**src/rtl/cmpsb_pkg.sv**
```systemverilog
// Shared types for the compare shadow bank.
// Assumes: nothing beyond IEEE 1800-2017.
package cmpsb_pkg;

    // Action taken on the lock bit in one cycle, listed in priority order
    typedef enum logic [2:0] {
        LK_HOLD   = 3'd0,   // keep value
        LK_ARM    = 3'd1,   // automatic mode just enabled
        LK_RELOCK = 3'd2,   // automatic transfer took place
        LK_FREE   = 3'd3,   // all enabled channels pending
        LK_SW     = 3'd4    // software write, manual mode only
    } lock_act_e;

endpackage

```
**src/rtl/cmpsb_channel.sv**
```systemverilog
// One compare channel: a shadow buffer, a pending flag and the active value.
// Assumes: xfer is a single-cycle transfer command that is already qualified
// by the lock bit. A write in the same cycle as a transfer overrides the
// clearing of the pending flag.
module cmpsb_channel #(
    parameter int W = 16
) (
    input  logic         clk,
    input  logic         rst_n,
    input  logic         wr_en,
    input  logic [W-1:0] wr_data,
    input  logic         xfer,
    output logic [W-1:0] active,
    output logic         pending
);

    logic [W-1:0] shadow_q;
    logic         move;

    // Copy only if a value is waiting
    assign move = xfer && pending;

    // Shadow buffer register: loads on every write
    always_ff @(posedge clk) begin
        if (!rst_n)
            shadow_q <= '0;
        else if (wr_en)
            shadow_q <= wr_data;
    end

    // Active compare register: takes the shadow value on a transfer
    always_ff @(posedge clk) begin
        if (!rst_n)
            active <= '0;
        else if (move)
            active <= shadow_q;
    end

    // Pending flag: set by a write, cleared by a transfer, write wins
    always_ff @(posedge clk) begin
        if (!rst_n)
            pending <= 1'b0;
        else if (wr_en)
            pending <= 1'b1;
        else if (move)
            pending <= 1'b0;
    end

endmodule

```
**src/rtl/cmpsb_lock_ctrl.sv**
```systemverilog
// Update-lock controller: holds the automatic-mode enable and the lock bit,
// and issues the qualified transfer command.
// Assumes: pending flags come from registers. The all-pending check uses the
// current enable mask. The mode in effect before an enable write decides
// the hardware behaviour in that cycle.
module cmpsb_lock_ctrl
    import cmpsb_pkg::*;
#(
    parameter int NCH = 3
) (
    input  logic           clk,
    input  logic           rst_n,
    input  logic [NCH-1:0] chan_en,
    input  logic [NCH-1:0] pending,
    input  logic           alock_we,
    input  logic           alock_wdata,
    input  logic           lupd_we,
    input  logic           lupd_wdata,
    input  logic           update,
    output logic           xfer,
    output logic           lock_upd,
    output logic           auto_on
);

    logic      all_ready;
    lock_act_e act;

    // Transfer only when an UPDATE arrives and the lock is open
    assign xfer = update && !lock_upd;

    // Disabled channels count as ready
    assign all_ready = &(pending | ~chan_en);

    // Choose this cycle's lock action by priority
    always_comb begin
        act = LK_HOLD;
        if (alock_we && alock_wdata)
            act = LK_ARM;
        else if (auto_on) begin
            if (xfer)
                act = LK_RELOCK;
            else if (lock_upd && all_ready)
                act = LK_FREE;
        end else if (lupd_we)
            act = LK_SW;
    end

    // Automatic-mode enable register
    always_ff @(posedge clk) begin
        if (!rst_n)
            auto_on <= 1'b0;
        else if (alock_we)
            auto_on <= alock_wdata;
    end

    // Lock bit register
    always_ff @(posedge clk) begin
        if (!rst_n)
            lock_upd <= 1'b0;
        else begin
            case (act)
                LK_ARM, LK_RELOCK: lock_upd <= 1'b1;
                LK_FREE:           lock_upd <= 1'b0;
                LK_SW:             lock_upd <= lupd_wdata;
                default:           lock_upd <= lock_upd;
            endcase
        end
    end

endmodule

```
**src/rtl/cmp_shadow_bank.sv**
```systemverilog
// Top of the compare shadow bank: NCH channels sharing one lock controller.
// Assumes: update is a one-cycle pulse from the timer. Channel data is packed
// with channel i in bits [i*W +: W].
module cmp_shadow_bank #(
    parameter int NCH = 3,
    parameter int W   = 16
) (
    input  logic             clk,
    input  logic             rst_n,
    input  logic [NCH-1:0]   buf_we,
    input  logic [NCH*W-1:0] buf_wdata,
    input  logic [NCH-1:0]   chan_en,
    input  logic             alock_we,
    input  logic             alock_wdata,
    input  logic             lupd_we,
    input  logic             lupd_wdata,
    input  logic             update,
    output logic [NCH*W-1:0] cmp_active,
    output logic [NCH-1:0]   buf_valid,
    output logic             lock_upd
);

    logic xfer;
    logic auto_on;

    // Lock controller instance
    cmpsb_lock_ctrl #(.NCH(NCH)) u_lock (
        .clk        (clk),
        .rst_n      (rst_n),
        .chan_en    (chan_en),
        .pending    (buf_valid),
        .alock_we   (alock_we),
        .alock_wdata(alock_wdata),
        .lupd_we    (lupd_we),
        .lupd_wdata (lupd_wdata),
        .update     (update),
        .xfer       (xfer),
        .lock_upd   (lock_upd),
        .auto_on    (auto_on)
    );

    // One channel slice per compare register
    for (genvar i = 0; i < NCH; i++) begin : g_ch
        cmpsb_channel #(.W(W)) u_ch (
            .clk    (clk),
            .rst_n  (rst_n),
            .wr_en  (buf_we[i]),
            .wr_data(buf_wdata[i*W +: W]),
            .xfer   (xfer),
            .active (cmp_active[i*W +: W]),
            .pending(buf_valid[i])
        );
    end

endmodule

```
**config.mk**
```make
export PLATFORM = sky130hd
export DESIGN_NAME = cmp_shadow_bank
export DESIGN_NICKNAME = d
export VERILOG_FILES = /design/src/rtl/cmpsb_pkg.sv /design/src/rtl/cmpsb_channel.sv /design/src/rtl/cmpsb_lock_ctrl.sv /design/src/rtl/cmp_shadow_bank.sv
export SDC_FILE = /design/constraint.sdc
export NUM_CORES = 1
export LEC_CHECK = 0
export BUFFER_PORTS_ARGS = -buffer_cell sky130_fd_sc_hd__buf_2
export CORE_ASPECT_RATIO = 1.4
export CORE_MARGIN = 2
export CORE_UTILIZATION = 40
export CTS_CLUSTER_SIZE = 14
export DETAILED_ROUTE_END_ITERATION = 8
export MAX_ROUTING_LAYER = met4
export SYNTH_ARGS = -nofsm -noshare
export SYNTH_HDL_FRONTEND = slang
export SYNTH_SLANG_ARGS = --single-unit
```
**constraint.sdc**
```tcl
create_clock -name clk -period 1.7 [get_ports clk]
set_clock_uncertainty 0.15 [all_clocks]
set_input_delay 0.255 -clock clk [delete_from_list [all_inputs] [get_ports clk]]
set_output_delay 0.255 -clock clk [all_outputs]
set_load 0.01 [all_outputs]
```
==> metrics.txt, run 1 <==
Layout Utilization=0.4946; Synth Cell Area=4053 um2; r2r endpoint=g_ch[2].u_ch.active[10]; Initial Util=0.4094; postcts setup bufs=0; Die W=89.07 um; GR Util All Layers=0.1628; NumNets Final=554; Mean Syn Cell Area=10.29 um2; Sink Count=101; most common cell in the netlist=dfxtp_1; Combinational Power Share=0.085; # DRC=0; WS Path Type=reg -> out; largest cells by area after synthesis=dfxtp_1 (50%), mux2i_1 (12%), a21boi_2 (8.3%); critical path's top delay family=flip-flops; switch share=0.2217; Setup crit end=lock_upd; first drt pass iteration count=4; Worst Setup End Kind=output port; layout cell share with drive strength beyond 1=0.3448; Final min period=1447 ps; # port buffers=112; wire length per cell=13.31 um; die height=123.1 um; initial antenna violation count=1; first-pass GRT wire length=13480 um; total gr overflow=0; Worst-Margin Slew=544.2 ps; clock-pin slew on the worst setup and hold paths=60 ps; CP startpoint kind=register; post-CTS sizing=0; status=finished clean; placed insts=617; share of the synthesized area in the top cell type=0.4989; period utilization=0.8509; Worst setup startpoint=u_lock.lock_upd; Core Region=9899 um2; Crit path required time=1290 ps; Yosys warnings=0; final hold slack=26.49 ps; Synth Net Count=455; HP Class=in -> reg; P_sw=1.093 mW; Setup TNS=0 ps; synthesis-to-finish area growth=20.81%; vias in the first global route=2903; first-iteration detailed-routing DRC count=69; max incr delay on CP=500 ps; critical path arrival=1040 ps; Critical R2R Launch=u_lock.lock_upd; sequential area share after synthesis=0.4989; clk root buf=clkbuf_16; RSZ-0062 raised after global routing=false; Yosys reg bits=101; Setup violations, final=0; Row Count=43; share of async-settable or async-resettable flops after synthesis=0; CTS H-tree depth=3; VDD IR max=0.4700 mV; largest net degree at the start of global routing=37; via/cell ratio=4.543; number of synthesized flops with an enable pin=0; clock network power share=0.404; r2r worst-path depth=3; Int Pwr=3.839 mW; power density over cell area=1008 nW/um2; Cell Chain, Critical Path=buf_2; Hold Path Origin=buf_wdata[21]; commonest cells in the netlist=dfxtp_1 (101), nand2_1 (90), nor2b_1 (52); f_max=691.3 MHz; DP HPWL=5895 um; TritonCTS Buffers=9; cell count after synthesis=394; final hold violation count=0; Distinct cells, synth=19; I/O pin count=113; Finished Layout Cells=632; Lkg Pwr=2.119 nW; CP Max Fanout=11; number of nets with antenna violations after routing=0; max-slew violations=0; # hold bufs at CTS=0; CTS tree=built; R2R Setup Slk=270 ps; Max Cap Viol=0; Buf/Inv on CP=1; clk buf depth=2; Synth area leader=dfxtp_1; share of power burned in registers=0.511; routability-driven placement congestion ratio=0.7074; Tot Pwr=4.933 mW; top_reg_cell synth=dfxtp_1; DR vias=2871; die area=10960 um2; slowest CP cell=dfxtp_1; worst rel slew slack=0.6372; final WL=8413 um; later-pin clock latency in the skew report=330 ps; WP depth=1
## tightest hold or removal path, delay by kind of cell
| kind | cells | cell delay [ps] |
|---|---|---|
| buffers and inverters | 1 | 70 |
| AND/OR/NAND/NOR | 1 | 90 |
| multiplexers | 1 | 50 |
## per-stage QoR
step | setup slack [ps] | instance area, um2
floorplan | 397.3 | 4053
global placement | 312.8 | 4604
detailed placement | 272.6 | 4604
CTS | 257.8 | 4893
global route | 157.6 | 4896
finish | 253.5 | 4896
## cells by family (layout without fill, tap and decap cells)
logic type / after synthesis / after routing / share of synthesized area
AND/OR/NAND/NOR: 159 / 159 / 0.1957
flip-flops: 101 / 101 / 0.4989
AO/OA/AOI/OAI: 54 / 54 / 0.1269
multiplexers: 50 / 50 / 0.1235
buffers and inverters: 30 / 132 / 0.05495
other: 0 / 1 / 0
## worst min-delay path by stage
stage | depth (start not counted) | to
final | 3 | g_ch[1].u_ch.shadow_q[5]
after global routing | 3 | g_ch[0].u_ch.shadow_q[12]
after CTS | 3 | g_ch[1].u_ch.shadow_q[5]
after detailed placement | 2 | g_ch[0].u_ch.active[11]
after global placement | 2 | g_ch[0].u_ch.active[14]
after floorplan | 1 | u_lock.lock_upd
## cells in the final DEF (no fill, tap or decap), drive strengths merged
master / synthesis / final
a311o: 1 / 1
o211ai: 1 / 1
clkinvlp: 0 / 2
a21boi: 48 / 48
buf: 20 / 118
nor2b: 52 / 52
and3b: 3 / 3
mux2i: 50 / 50
clkbuf: 10 / 10
diode: 0 / 1
a41oi: 1 / 1
a21oi: 3 / 3
nand2b: 4 / 4
bufinv: 0 / 1
nand2: 96 / 96
nand3b: 3 / 3
clkinv: 0 / 1
dfxtp: 101 / 101
nor3b: 1 / 1
## power by group through the flow
| stage | combinational [mW] | clock [mW] | sequential, mW |
|---|---|---|---|
| floorplan | 0.303 | 0 | 2.57 |
| global placement | 0.423 | 0 | 2.57 |
| detailed placement | 0.430 | 0 | 2.57 |
| CTS | 0.431 | 2.06 | 2.52 |
| global route | 0.471 | 2.15 | 2.53 |
| finish | 0.421 | 1.99 | 2.52 |
## registers in the layout (all words and copies together) (netlist names)
signal              flops
g_ch.u_ch.shadow_q     48
u_lock.lock_upd         1
u_lock.auto_on          1
g_ch.u_ch.active       48
g_ch.u_ch.pending       3
## area by class of cell
class | count | area, um2
multi-input combinational | 263 | 1808
clock buffer | 10 | 239.0
timing repair buffer | 118 | 605.6
clock inverter | 4 | 50.05
antenna | 1 | 2.502
tap | 135 | 168.9
sequential | 101 | 2022
fill | 1020 | 5004
## metal layers
metal	wire length, um	GRT usage
met5	0	-
met4	74	0.05877
met3	461	0.03672
met2	4032	0.2626
met1	3844	0.1989
Power figures use the tool's default switching activity.
==> run 2, diff against run 1 <==
--- a/config.mk
+++ b/config.mk
@@ -12,6 +12,7 @@
 export CTS_CLUSTER_SIZE = 14
 export DETAILED_ROUTE_END_ITERATION = 8
 export MAX_ROUTING_LAYER = met4
+export RECOVER_POWER = 100
 export SYNTH_ARGS = -nofsm -noshare
 export SYNTH_HDL_FRONTEND = slang
 export SYNTH_SLANG_ARGS = --single-unit
==> run 2 against run 1 <==
Compared with the run above: die area unchanged; count of clock-buffer cells in the layout unchanged; critical path depth unchanged; cell area down 3.3%; sequential share of layout area up 1.4 points; total power down 0.39%; via count down 0.28%; setup slack worse by 25 ps; combinational power down 4%; largest cell class unchanged.
==> metrics.txt, run 2 (synthesis results as in run 1) <==
f_max=679.5 MHz (-1.7%); Worst Setup End Kind=output port; later-pin clock latency in the skew report=330 ps (about the same); Core Region=9899 um2 (unchanged); registers with the most flip-flops=g_ch.u_ch.active: 48 flops, g_ch.u_ch.shadow_q: 48 flops, g_ch.u_ch.pending: 3 flops; layout cell share with drive strength beyond 1=0.1855 (-0.1593); VDD IR max=0.4660 mV (-0.84%); vias in the first global route=2903 (unchanged); clock network power share=0.405 (about the same); Row Count=43 (unchanged); die height=123.1 um (unchanged); clk root buf=clkbuf_16; Setup TNS=0 ps (unchanged); DR vias=2863 (-0.28%); Worst-Margin Slew=1279 ps (+734.5 ps); first-iteration detailed-routing DRC count=72 (+4.3%); routability-driven placement congestion ratio=0.7074 (unchanged); Final min period=1472 ps (+25.24 ps); Hold Path Origin=buf_wdata[21]; initial antenna violation count=1 (unchanged); post-CTS sizing=0 (unchanged); worst rel slew slack=0.1475 (-0.4897); Crit path required time=1290 ps (about the same); r2r worst-path depth=3 (unchanged); max-slew violations=0 (unchanged); CP startpoint kind=register; synthesis-to-finish area growth=16.76%; postcts setup bufs=0 (unchanged); clk buf depth=2 (unchanged); Setup violations, final=0 (unchanged); max incr delay on CP=520 ps (+20 ps); CTS H-tree depth=3 (unchanged); # port buffers=112 (unchanged); Combinational Power Share=0.082 (-0.003); GR Util All Layers=0.1628 (unchanged); wire length per cell=13.33 um (+0.17%); period utilization=0.8658 (+0.01485); switch share=0.2216 (about the same); # DRC=0 (unchanged); most common cell after layout, fill and taps aside=dfxtp_1; die area=10960 um2 (unchanged); CP Max Fanout=11 (unchanged); P_sw=1.089 mW (-0.43%); HP Class=in -> reg; R2R Setup Slk=240 ps (-30 ps); largest net degree at the start of global routing=37 (unchanged); Lkg Pwr=1.877 nW (-11%); Initial Util=0.4094 (unchanged); slowest CP cell=dfxtp_1; final WL=8427 um (+0.17%); first-pass GRT wire length=13480 um (unchanged); number of nets with antenna violations after routing=0 (unchanged); Layout Utilization=0.4780 (-0.01656); highest-count cells in the layout ignoring fill and taps=dfxtp_1 (101), nand2_1 (90), buf_2 (57), clkbuf_1 (53), nor2b_1 (52); Cell Chain, Critical Path=clkbuf_1; total gr overflow=0 (unchanged); via/cell ratio=4.530 (-0.28%); Buf/Inv on CP=1 (unchanged); share of power burned in registers=0.513 (+0.002); hold path depth=3 (unchanged); final hold violation count=0 (unchanged); DP HPWL=5895 um (unchanged); TritonCTS Buffers=9 (unchanged); r2r endpoint=g_ch[2].u_ch.active[10]; WS Path Type=reg -> out; clock-pin slew on the worst setup and hold paths=70 ps (about the same); Max Cap Viol=0 (unchanged); critical path arrival=1070 ps (+30 ps); Post-DP Area=4604 um2 (unchanged); Hold Path End=g_ch[1].u_ch.shadow_q[5]; NumNets Final=554 (unchanged); power density over cell area=1038 nW/um2 (+3.1%); Critical R2R Launch=u_lock.lock_upd; Int Pwr=3.825 mW (-0.38%); Die W=89.07 um (unchanged); critical path's top delay family=flip-flops; RSZ-0062 raised after global routing=false; final instance area=4732 um2 (-3.3%); # hold bufs at CTS=0 (unchanged); status=finished clean; Sink Count=101 (unchanged); CTS tree=built; first drt pass iteration count=4 (unchanged); I/O pin count=113 (unchanged)
==> run 2: area by class of cell <==
cell class | count | area (um2)
multi-input cells | 263 | 1710
clock buffers | 10 | 239.0
flip-flops and latches | 101 | 2022
repair buffers | 118 | 539.3
clock inverters | 4 | 50.05
fillers | 1078 | 5167
well taps | 135 | 168.9
diodes | 1 | 2.502
==> run 2: worst max path at each step <==
| stage | slack (ps) | to | depth (start not counted) | start |
|---|---|---|---|---|
| after floorplan | 400 | g_ch[0].u_ch.active[5] | 5 | u_lock.lock_upd |
| after global placement | 310 | g_ch[2].u_ch.active[6] | 3 | u_lock.lock_upd |
| after detailed placement | 270 | g_ch[2].u_ch.active[10] | 3 | u_lock.lock_upd |
| after CTS | 260 | lock_upd | 1 | u_lock.lock_upd |
| after global routing | 140 | g_ch[2].u_ch.active[5] | 3 | u_lock.lock_upd |
| final | 230 | lock_upd | 1 | u_lock.lock_upd |
==> run 2: power by group through the flow <==
stage          clock network (mW)  logic, mW  registers [mW]
3_3_place_gp                    0      0.423            2.57
2_1_floorplan                   0      0.303            2.57
5_1_grt                      2.15      0.452            2.53
6_report                     1.99      0.403            2.52
3_5_place_dp                    0      0.430            2.57
4_1_cts                      2.06      0.431            2.52
==> run 2: layer usage <==
metal | vias up | GRT usage | wire length [um] | part of all wire
met5 | - | - | 0 | 0
met4 | 0 | 0.05877 | 46 | 0.0055
met3 | 4 | 0.03672 | 440 | 0.052
met2 | 70 | 0.2626 | 4131 | 0.49
met1 | 1308 | 0.1989 | 3809 | 0.45
li1 | 1481 | - | - | -
==> run 2: through the flow <==
step                total power, mW  hold slack [ps]  instances  setup slack (ps)
CTS                           5.011            19.74        631             257.8
global route                  5.139            26.94        632             140.2
detailed placement            3.005            296.5        617             272.6
finish                        4.914            28.68        632             228.2
global placement              2.993            289.4        617             312.8
floorplan                     2.874            257.8        394             397.3
==> run 3, diff against run 2 <==
--- a/config.mk
+++ b/config.mk
@@ -6,6 +6,7 @@
 export NUM_CORES = 1
 export LEC_CHECK = 0
 export BUFFER_PORTS_ARGS = -buffer_cell sky130_fd_sc_hd__buf_2
+export CAP_MARGIN = 10
 export CORE_ASPECT_RATIO = 1.4
 export CORE_MARGIN = 2
 export CORE_UTILIZATION = 40
@@ -13,6 +14,7 @@
 export DETAILED_ROUTE_END_ITERATION = 8
 export MAX_ROUTING_LAYER = met4
 export RECOVER_POWER = 100
+export SETUP_SLACK_MARGIN = 0.5
 export SYNTH_ARGS = -nofsm -noshare
 export SYNTH_HDL_FRONTEND = slang
 export SYNTH_SLANG_ARGS = --single-unit
==> run 3 against run 2 <==
Compared with the run above: via count rose by 2.8%; sequential power barely moved; sequential share of layout area fell by 4.8 points; count of clock-buffer cells in the layout rose by 3; total power rose by 4.4%; register-to-register slack improved by 80 ps; final cell count rose by 1.7%; routed wire length rose by 3.9%; clock power rose by 6%; setup slack improved by 62 ps; critical path type unchanged; largest power group unchanged; highest routed layer unchanged.
==> metrics.txt, run 3 (synthesis results as in run 1) <==
later-pin clock latency in the skew report=340 ps (about the same); first-pass GRT wire length=13720 um (+1.8%); Initial Util=0.4094 (unchanged); power density over cell area=963.8 nW/um2 (-7.2%); CTS H-tree depth=3 (unchanged); synthesis-to-finish area growth=31.40%; # DRC=0 (unchanged); critical path arrival=1000 ps (-70 ps); Setup TNS=0 ps (unchanged); wire length per cell=13.61 um (+2.1%); Buf/Inv on CP=1 (unchanged); max-slew violations=0 (unchanged); I/O pin count=113 (unchanged); Critical R2R Launch=u_lock.lock_upd; R2R Setup Slk=320 ps (+80 ps); highest-count cells in the layout ignoring fill and taps=dfxtp_1 (101), nand2_1 (90), buf_2 (60), buf_6 (55), nor2b_1 (52); Max Cap Viol=0 (unchanged); final WL=8754 um (+3.9%); via/cell ratio=4.579 (+1.1%); # port buffers=112 (unchanged); TritonCTS Buffers=9 (unchanged); routability-driven placement congestion ratio=0.7455 (+5.4%); final instance area=5325 um2 (+13%); die height=123.1 um (unchanged); WP depth=1 (unchanged); VDD IR max=0.5413 mV (+16%); DR vias=2944 (+2.8%); Setup violations, final=0 (unchanged); GR Util All Layers=0.1690 (+0.006267); CTS tree=built; worst rel slew slack=0.5051 (+0.3576); Setup crit end=lock_upd; layout cell share with drive strength beyond 1=0.3333 (+0.1478); Worst setup startpoint=u_lock.lock_upd; FF+latch area=2022 um2 (unchanged); number of nets with antenna violations after routing=0 (unchanged); final hold violation count=0 (unchanged); DP HPWL=5592 um (-5.1%); first-iteration detailed-routing DRC count=101 (+40%); r2r endpoint=g_ch[0].u_ch.active[9]; placed insts=616 (-0.16%); Sink Count=101 (unchanged); clk buf depth=2 (unchanged); status=finished clean; Lkg Pwr=2.252 nW (+20%); first drt pass iteration count=4 (unchanged); vias in the first global route=2820 (-2.9%); critical path's top delay family=flip-flops; HP Class=in -> reg; f_max=709.5 MHz (+4.4%); registers with the most flip-flops=g_ch.u_ch.active: 48 flops, g_ch.u_ch.shadow_q: 48 flops, g_ch.u_ch.pending: 3 flops; Cell Chain, Critical Path=buf_2; total gr overflow=0 (unchanged); WS Path Type=reg -> out; max incr delay on CP=460 ps (-60 ps); Filler Cell Count=1009 (-6.4%); NumNets Final=563 (+1.6%); Crit path required time=1290 ps (about the same); Worst Setup End Kind=output port; slowest CP cell=dfxtp_1; die area=10960 um2 (unchanged); RSZ-0062 raised after global routing=true; Worst-Margin Slew=742.3 ps (-536.4 ps); clock-pin slew on the worst setup and hold paths=70 ps (about the same); Row Count=43 (unchanged); initial antenna violation count=1 (unchanged); Final min period=1409 ps (-62.38 ps); CP startpoint kind=register; most common cell after layout, fill and taps aside=dfxtp_1; CP Max Fanout=9 (-2); multi-input logic area=1800 um2 (+5.3%); Post-DP Area=4601 um2 (about the same); Layout Utilization=0.5379 (+0.05991); final hold slack=19.61 ps (-9.070 ps); Finished Layout Cells=643 (+1.7%); largest net degree at the start of global routing=51 (+38%); Die W=89.07 um (unchanged); period utilization=0.8291 (-0.03669); r2r worst-path depth=4 (+1); clk root buf=clkbuf_16; Core Region=9899 um2 (unchanged)
==> run 3: what timing repair did <==
action                     CTS  global route
setup endpoints to repair  101            99
gates cloned                 4             0
hold buffers                 0             0
buffers inserted             4             2
resized for setup          116            22
==> run 3: cell type report <==
type | count | area share
well taps | 135 | 0.03172
multi-input cells | 264 | 0.3381
clock buffers | 13 | 0.05075
repair buffers | 126 | 0.1913
flip-flops and latches | 101 | 0.3797
clock inverters | 3 | 0.007989
diodes | 1 | 0.0004699
==> run 3: layer usage <==
metal / wire [um] / vias to the layer above / global-route usage / share of wire
met2: 4265 / 76 / 0.2645 / 0.49
met1: 3876 / 1351 / 0.2092 / 0.44
met3: 433 / 13 / 0.03738 / 0.049
met4: 179 / 0 / 0.07276 / 0.020
li1: - / 1504 / - / -
met5: 0 / - / - / 0
==> run 3: worst min path at each step <==
| stage | slack, ps | end | depth (start not counted) | from |
|---|---|---|---|---|
| floorplan | 260 | u_lock.lock_upd | 1 | alock_wdata |
| detailed placement | 300 | g_ch[0].u_ch.active[14] | 2 | g_ch[0].u_ch.shadow_q[14] |
| global placement | 290 | g_ch[0].u_ch.active[10] | 2 | g_ch[0].u_ch.shadow_q[10] |
| finish | 20 | g_ch[0].u_ch.shadow_q[4] | 3 | buf_wdata[4] |
| global route | 20 | g_ch[0].u_ch.shadow_q[1] | 3 | buf_wdata[1] |
| CTS | 10 | g_ch[0].u_ch.shadow_q[4] | 3 | buf_wdata[4] |
==> run 3: power by group <==
| group | leakage, nW | internal [mW] | switching (mW) |
|---|---|---|---|
| logic | 1.27 | 0.269 | 0.226 |
| clock network | 0.152 | 1.26 | 0.854 |
| registers | 0.826 | 2.46 | 0.0616 |
==> run 3: per-stage QoR <==
step	total power [mW]	worst slack [ps]
detailed placement	3.003	314.8
CTS	5.190	403.2
global placement	2.993	346.4
floorplan	2.874	511.1
global route	5.333	189.4
finish	5.132	290.6
